## config.mk

```make
export PLATFORM = sky130hd
export DESIGN_NAME = adc_sar_sequencer
export DESIGN_NICKNAME = d
export VERILOG_FILES = /design/src/rtl/adc_seq_pkg.sv /design/src/rtl/adc_seq_cfg.sv /design/src/rtl/adc_seq_ctrl.sv /design/src/rtl/adc_seq_sar.sv /design/src/rtl/adc_seq_result.sv /design/src/rtl/adc_sar_sequencer.sv
export SDC_FILE = /design/constraint.sdc
export NUM_CORES = 1
export LEC_CHECK = 0
export BUFFER_PORTS_ARGS = -buffer_cell sky130_fd_sc_hd__buf_2
export CAP_MARGIN = 20
export CELL_PAD_IN_SITES_DETAIL_PLACEMENT = 1
export CELL_PAD_IN_SITES_GLOBAL_PLACEMENT = 2
export CORE_ASPECT_RATIO = 1.25
export CORE_MARGIN = 2
export CORE_UTILIZATION = 30
export CTS_BUF_LIST = sky130_fd_sc_hd__clkbuf_4 sky130_fd_sc_hd__clkbuf_8
export DETAILED_ROUTE_END_ITERATION = 12
export PLACE_DENSITY_LB_ADDON = 0.25
export SYNTH_ARGS = -nofsm -noshare
export SYNTH_HDL_FRONTEND = slang
export SYNTH_HIERARCHICAL = 1
export SYNTH_SLANG_ARGS = --single-unit
```

## constraint.sdc

```tcl
create_clock -name clk -period 3.7 [get_ports clk]
set_input_delay 0.555 -clock clk [delete_from_list [all_inputs] [get_ports clk]]
set_output_delay 0.555 -clock clk [all_outputs]
set_load 0.01 [all_outputs]
```

## src/rtl/adc_seq_pkg.sv

```systemverilog
package adc_seq_pkg;
  localparam int ADC_CODE_W   = 10;
  localparam int ADC_BYTE_W   = 8;
  localparam int ADC_NUM_CH   = 6;
  localparam int ADC_INIT_CYC = 2;

  typedef enum logic [1:0] {
    SEQ_IDLE = 2'd0,
    SEQ_INIT = 2'd1,
    SEQ_BIT  = 2'd2,
    SEQ_LOAD = 2'd3
  } seq_state_t;
endpackage

```

## src/rtl/adc_seq_cfg.sv

```systemverilog
module adc_seq_cfg #(
  parameter int NUM_CH = adc_seq_pkg::ADC_NUM_CH,
  parameter int CH_W   = $clog2(NUM_CH)
) (
  input  logic            clk,
  input  logic            rst_n,
  input  logic            busy,
  input  logic            cfg_wr,
  input  logic [CH_W-1:0] cfg_chan,
  input  logic            cfg_ref,
  output logic [CH_W-1:0] chan_q,
  output logic            ref_q
);
  localparam logic [CH_W-1:0] CH_LAST = CH_W'(NUM_CH - 1);

  function automatic logic chan_ok(input logic [CH_W-1:0] c);
    chan_ok = (c <= CH_LAST);
  endfunction

  logic wr_take;
  assign wr_take = cfg_wr && !busy && chan_ok(cfg_chan);

  always_ff @(posedge clk or negedge rst_n) begin
    if (!rst_n) begin
      chan_q <= '0;
      ref_q  <= 1'b0;
    end else if (wr_take) begin
      chan_q <= cfg_chan;
      ref_q  <= cfg_ref;
    end
  end
endmodule

```

## src/rtl/adc_seq_ctrl.sv

```systemverilog
module adc_seq_ctrl #(
  parameter int CODE_W   = adc_seq_pkg::ADC_CODE_W,
  parameter int INIT_CYC = adc_seq_pkg::ADC_INIT_CYC,
  parameter int MAXC     = (CODE_W > INIT_CYC) ? CODE_W : INIT_CYC,
  parameter int CNT_W    = $clog2(MAXC)
) (
  input  logic             clk,
  input  logic             rst_n,
  input  logic             start,
  output logic             busy,
  output logic             start_acc,
  output logic             sh_track,
  output logic             bit_cyc,
  output logic [CNT_W-1:0] bit_idx,
  output logic             load_cyc
);
  import adc_seq_pkg::*;

  localparam logic [CNT_W-1:0] INIT_LAST = CNT_W'(INIT_CYC - 1);
  localparam logic [CNT_W-1:0] BIT_LAST  = CNT_W'(CODE_W - 1);

  seq_state_t st_q, st_d;
  logic [CNT_W-1:0] cnt_q, cnt_d;

  assign busy      = (st_q != SEQ_IDLE);
  assign start_acc = (st_q == SEQ_IDLE) && start;
  assign sh_track  = (st_q == SEQ_INIT);
  assign bit_cyc   = (st_q == SEQ_BIT);
  assign load_cyc  = (st_q == SEQ_LOAD);
  assign bit_idx   = BIT_LAST - cnt_q;

  always_comb begin
    st_d  = st_q;
    cnt_d = cnt_q;
    unique case (st_q)
      SEQ_IDLE: begin
        if (start) begin
          st_d  = SEQ_INIT;
          cnt_d = '0;
        end
      end
      SEQ_INIT: begin
        if (cnt_q == INIT_LAST) begin
          st_d  = SEQ_BIT;
          cnt_d = '0;
        end else begin
          cnt_d = cnt_q + 1'b1;
        end
      end
      SEQ_BIT: begin
        if (cnt_q == BIT_LAST) begin
          st_d  = SEQ_LOAD;
          cnt_d = '0;
        end else begin
          cnt_d = cnt_q + 1'b1;
        end
      end
      SEQ_LOAD: begin
        st_d = SEQ_IDLE;
      end
      default: st_d = SEQ_IDLE;
    endcase
  end

  always_ff @(posedge clk or negedge rst_n) begin
    if (!rst_n) begin
      st_q  <= SEQ_IDLE;
      cnt_q <= '0;
    end else begin
      st_q  <= st_d;
      cnt_q <= cnt_d;
    end
  end
endmodule

```

## src/rtl/adc_seq_sar.sv

```systemverilog
module adc_seq_sar #(
  parameter int CODE_W = adc_seq_pkg::ADC_CODE_W,
  parameter int IDX_W  = $clog2(CODE_W)
) (
  input  logic              clk,
  input  logic              rst_n,
  input  logic              start_acc,
  input  logic              bit_cyc,
  input  logic [IDX_W-1:0]  bit_idx,
  input  logic              cmp_above,
  output logic [CODE_W-1:0] trial_code,
  output logic [CODE_W-1:0] code
);
  logic [CODE_W-1:0] sel_mask;
  logic [CODE_W-1:0] code_d;

  for (genvar i = 0; i < CODE_W; i++) begin : g_bit
    assign sel_mask[i] = bit_cyc && (bit_idx == IDX_W'(i));
    assign code_d[i]   = sel_mask[i] ? cmp_above : code[i];
  end

  assign trial_code = code | sel_mask;

  always_ff @(posedge clk or negedge rst_n) begin
    if (!rst_n) begin
      code <= '0;
    end else if (start_acc) begin
      code <= '0;
    end else begin
      code <= code_d;
    end
  end
endmodule

```

## src/rtl/adc_seq_result.sv

```systemverilog
module adc_seq_result #(
  parameter int CODE_W = adc_seq_pkg::ADC_CODE_W,
  parameter int BYTE_W = adc_seq_pkg::ADC_BYTE_W
) (
  input  logic              clk,
  input  logic              rst_n,
  input  logic              start_acc,
  input  logic              load_cyc,
  input  logic [CODE_W-1:0] code,
  output logic [BYTE_W-1:0] res_lo,
  output logic [BYTE_W-1:0] res_hi,
  output logic              done
);
  function automatic logic [BYTE_W-1:0] lo_of(input logic [CODE_W-1:0] c);
    lo_of = c[BYTE_W-1:0];
  endfunction

  function automatic logic [BYTE_W-1:0] hi_of(input logic [CODE_W-1:0] c);
    hi_of = BYTE_W'(c >> BYTE_W);
  endfunction

  always_ff @(posedge clk or negedge rst_n) begin
    if (!rst_n) begin
      res_lo <= '0;
      res_hi <= '0;
    end else if (load_cyc) begin
      res_lo <= lo_of(code);
      res_hi <= hi_of(code);
    end
  end

  always_ff @(posedge clk or negedge rst_n) begin
    if (!rst_n) begin
      done <= 1'b0;
    end else if (load_cyc) begin
      done <= 1'b1;
    end else if (start_acc) begin
      done <= 1'b0;
    end
  end
endmodule

```

## src/rtl/adc_sar_sequencer.sv

```systemverilog
module adc_sar_sequencer #(
  parameter int CODE_W   = adc_seq_pkg::ADC_CODE_W,
  parameter int BYTE_W   = adc_seq_pkg::ADC_BYTE_W,
  parameter int NUM_CH   = adc_seq_pkg::ADC_NUM_CH,
  parameter int INIT_CYC = adc_seq_pkg::ADC_INIT_CYC,
  parameter int CH_W     = $clog2(NUM_CH)
) (
  input  logic              clk,
  input  logic              rst_n,
  input  logic              cfg_wr,
  input  logic [CH_W-1:0]   cfg_chan,
  input  logic              cfg_ref,
  input  logic              start,
  input  logic              cmp_above,
  output logic              busy,
  output logic              sh_track,
  output logic [CH_W-1:0]   mux_sel,
  output logic              ref_int_sel,
  output logic [CODE_W-1:0] trial_code,
  output logic [BYTE_W-1:0] res_lo,
  output logic [BYTE_W-1:0] res_hi,
  output logic              done
);
  localparam int MAXC  = (CODE_W > INIT_CYC) ? CODE_W : INIT_CYC;
  localparam int IDX_W = $clog2(MAXC);

  // named internal events, observed by the bound checker
  logic              start_acc;
  logic              bit_cyc;
  logic [IDX_W-1:0]  bit_idx;
  logic              load_cyc;
  logic [CODE_W-1:0] code;

  adc_seq_cfg #(.NUM_CH(NUM_CH), .CH_W(CH_W)) u_cfg (
    .clk      (clk),
    .rst_n    (rst_n),
    .busy     (busy),
    .cfg_wr   (cfg_wr),
    .cfg_chan (cfg_chan),
    .cfg_ref  (cfg_ref),
    .chan_q   (mux_sel),
    .ref_q    (ref_int_sel)
  );

  adc_seq_ctrl #(.CODE_W(CODE_W), .INIT_CYC(INIT_CYC), .MAXC(MAXC), .CNT_W(IDX_W)) u_ctrl (
    .clk       (clk),
    .rst_n     (rst_n),
    .start     (start),
    .busy      (busy),
    .start_acc (start_acc),
    .sh_track  (sh_track),
    .bit_cyc   (bit_cyc),
    .bit_idx   (bit_idx),
    .load_cyc  (load_cyc)
  );

  adc_seq_sar #(.CODE_W(CODE_W), .IDX_W(IDX_W)) u_sar (
    .clk        (clk),
    .rst_n      (rst_n),
    .start_acc  (start_acc),
    .bit_cyc    (bit_cyc),
    .bit_idx    (bit_idx),
    .cmp_above  (cmp_above),
    .trial_code (trial_code),
    .code       (code)
  );

  adc_seq_result #(.CODE_W(CODE_W), .BYTE_W(BYTE_W)) u_res (
    .clk       (clk),
    .rst_n     (rst_n),
    .start_acc (start_acc),
    .load_cyc  (load_cyc),
    .code      (code),
    .res_lo    (res_lo),
    .res_hi    (res_hi),
    .done      (done)
  );
endmodule

```

==> impl_summary.txt <==
----------------------------------------------------
[Status]
  Result of the run ... completed

[Detailed routing]
  Initial DRT Pass Iterations ... 4
  Post-route antenna net violation count ... 0
  Overall routed net length ... roughly 3.6 mm
  Total via count in the routed design ... about 1,200
  Initial drt markers ... 32
  Vias per cell ... 4.61
  DRC Markers ... 0
  Average wire length per cell after detail routing ... 14.3 um

[Global routing]
  First-pass GRT wire length ... between 6 and 7 mm
  Initial antenna violation count ... 0
  Total global routing overflow ... 0
  Maximum number of pins on one net before global-route repair ... 32
  Number of global-route vias before repair ... 1,262
  Overall Global Routing Usage ... 12.5%

[Yosys]
  Sequential area share after synthesis ... between 40% and 50%
  EDFF count, synth ... 0
  Synth warn ... 6
  Number of register bits inferred by synthesis ... 31
  Total standard cell area after synthesis ... 0.00174 sq mm
  Synthesized instance count ... 151
  Most common flop cell mapped by yosys ... sky130_fd_sc_hd__dfrtp_1
  Async S/R FF share, synth ... 100%
  Synth Area per Inst ... 11.5 sq um
  Count of different cell masters after synthesis ... 35

[Placement]
  Port-buffer cells ... 35
  Total placed instance area ... approximately 0.0019 sq mm
  Post-detailed-placement half-perimeter wirelength ... 2.73 mm
  Routability congestion estimate ... 0.804
  Placed cell count ... 245

[Setup path]
  Critical path peak fanout ... 9
  Crit Path Category ... reg -> out
  Cell at the slowest stage of the critical path ... sky130_fd_sc_hd__dfrtp_1
  Critical path endpoint category ... primary output
  Required time reported for the critical path endpoint ... 3.14 ns
  Data arrival time at the worst-slack endpoint ... 2.04 ns
  Setup crit start kind ... flop
  Crit path largest cell delay ... 0.49 ns
  Cell breakdown of the critical path ... inv_1, ha_1, xor2_1, nor3b_2, nand3_1, or2b_1, buf_2

[Clock tree]
  Clock-pin transition on the worst setup and hold timing paths ... 0.07 ns
  CTS tree ... done
  Hold buffer count at cts ... 0
  Depth of the CTS H-tree ... 2
  Max Buffers Root-to-Sink ... 2
  Clock latency at the later pin of the worst-skew pair ... 0.28 ns
  Post-CTS Resized ... 0
  TritonCTS sink count ... 31
  Root buffer cell ... sky130_fd_sc_hd__clkbuf_8
  Inserted Clock Buffers ... 5
  Total setup buffers inserted after CTS ... 0

[Finish]
  Final cell area excluding filler cells ... 0.00206 sq mm
  Fin nets ... 205
  Count of non-filler cells in the finished layout ... 253
  Most used cells in the layout excluding fill and tap cells ... 35 x sky130_fd_sc_hd__buf_2, 31 x sky130_fd_sc_hd__dfrtp_1, 20 x sky130_fd_sc_hd__nand2b_1
  Final-layout fill cell count ... 636
  FF/Latch Area ... 776 sq um
  Leading cell type in the layout, fill and taps excluded ... sky130_fd_sc_hd__buf_2
  Share of cells above drive strength 1 ... between 30% and 40%
  Area occupied by multi-input gates ... 873 sq um
  Total inserted antenna cells ... 0
  Final core area utilization ... 37.3%
  Synth-to-Final Area Change ... 18.5%

[Floorplan]
  Die span in x ... 72.0 um
  Vertical die dimension ... roughly 90 um
  Initial Utilization ... 31.5%
  IO Pins ... 42
  Std cell rows ... 30
  Core Region ... 0.00552 sq mm
  Total Die Area ... 0.00641 sq mm

[Min path]
  Hold Crit Class ... in -> async

[Timing]
  Final Cycle Share ... ~70%
  Min Hold Slack ... 0.312 ns
  Final worst path period need ... approximately 2.6 ns
  Tightest Pin Transition ... 0.765 ns
  Count of endpoints failing hold in the final timing report ... 0
  Accumulated negative setup slack ... 0 ns
  Clock skew after layout ... 0.00613 ns
  Setup-failing EPs final ... 0
  Unrepaired setup endpoints after global routing ... no
  Max-slew violations ... 0
  Worst rel slew slack ... 49.0%
  Max Fclk ... 385 MHz

[Pwr]
  Power per cell area ... slightly below 800 mW/mm^2
  P_leak ... 0.00112 uW
  Worst supply voltage drop on vdd ... 0.305 mV

[Flow run]
  Number of maximum-capacitance constraint violations ... 0

----------------------------------------------------
==> final timing paths <==
kind	startpoint	end	slack (ns)	depth (start not counted)
worst max-delay path	u_ctrl/cnt_q[1]	trial_code[3]	1.10	7
worst min-delay path	rst_n	u_res/res_hi[0]	0.31	1
worst max register to register	u_ctrl/st_q[1]	u_sar/code[9]	1.54	6
worst min register to register	u_res/done	u_res/done	0.48	1
max in group asynchronous	rst_n	u_res/res_lo[6]	2.91	1
min in group clk	u_res/done	u_res/done	0.48	1
==> per-layer routing <==
layer | wire length (um) | GRT usage (%) | part of all wire [%] | vias up
li1 | - | - | - | 567
met1 | 1610 | 14.6 | 45 | 570
met2 | 1790 | 21.8 | 50 | 25
met3 | 137 | 3.16 | 3.8 | 5
met4 | 68 | 5.66 | 1.9 | 0
met5 | 0 | 0 | 0 | -
==> cells in the mapped netlist (2+ instances only) <==
cell,instances,share of area [%]
sky130_fd_sc_hd__a21oi_1,2,0.58
sky130_fd_sc_hd__buf_4,7,3.0
sky130_fd_sc_hd__clkbuf_1,2,0.43
sky130_fd_sc_hd__dfrtp_1,31,45
sky130_fd_sc_hd__ha_1,8,5.8
sky130_fd_sc_hd__inv_1,9,1.9
sky130_fd_sc_hd__mux2_2,2,1.3
sky130_fd_sc_hd__mux2_4,11,9.5
sky130_fd_sc_hd__mux2i_1,11,6.3
sky130_fd_sc_hd__nand2_1,12,2.6
sky130_fd_sc_hd__nand2b_1,20,7.2
sky130_fd_sc_hd__nand3_1,3,0.86
sky130_fd_sc_hd__nor2_1,5,1.1
sky130_fd_sc_hd__nor2b_1,3,1.1
sky130_fd_sc_hd__nor3b_2,2,1.4
sky130_fd_sc_hd__o21ai_0,2,0.58
sky130_fd_sc_hd__o22a_2,2,1.2
sky130_fd_sc_hd__o31ai_1,2,0.86
==> state kept, by name, indices dropped and copies added (netlist names) <==
signal / cells
u_res/done: 1
u_cfg/ref_q: 1
u_ctrl/st_q: 2
u_res/res_hi: 2
u_sar/code: 10
u_res/res_lo: 8
u_ctrl/cnt_q: 4
u_cfg/chan_q: 3
==> cells by family after synthesis <==
group	synth area share, %
flip-flops	44.7
buffers and inverters	6.06
AND/OR/NAND/NOR	17.8
other	0.216
XOR/XNOR	0.505
adder cells (fa/ha/maj)	5.77
multiplexers	17.2
AO/OA/AOI/OAI	7.79
==> power by group <==
part / internal (uW) / leakage, uW / switching [uW]
logic: 362 / 0.000652 / 384
registers: 449 / 0.000411 / 80.6
clock network: 218 / 0.0000612 / 131
==> worst max-delay path: cells and delay by family (launching register included) <==
family	cells	cell delay [ns]
and+or+nand+nor	3	0.64
DFF	1	0.49
adders and majority gates	1	0.24
buffers and inverters	2	0.23
xor gates and xnor gates	1	0.17
==> through the flow <==
| stage | setup WS [ns] | total power [uW] |
|---|---|---|
| after floorplan | 1.74 | 1080 |
| after global placement | 1.46 | 1270 |
| after detailed placement | 1.40 | 1300 |
| after CTS | 1.07 | 1650 |
| after global routing | 0.887 | 1750 |
| final | 1.10 | 1620 |
==> layout make-up <==
type,count,share of cell area [%]
clock buffers,6,4.02
clock inverters,2,1.70
repair buffers,35,8.52
flip-flops and latches,31,37.7
inverters,9,1.64
well taps,64,3.90
multi-input cells,106,42.5
Power figures use the tool's default switching activity.
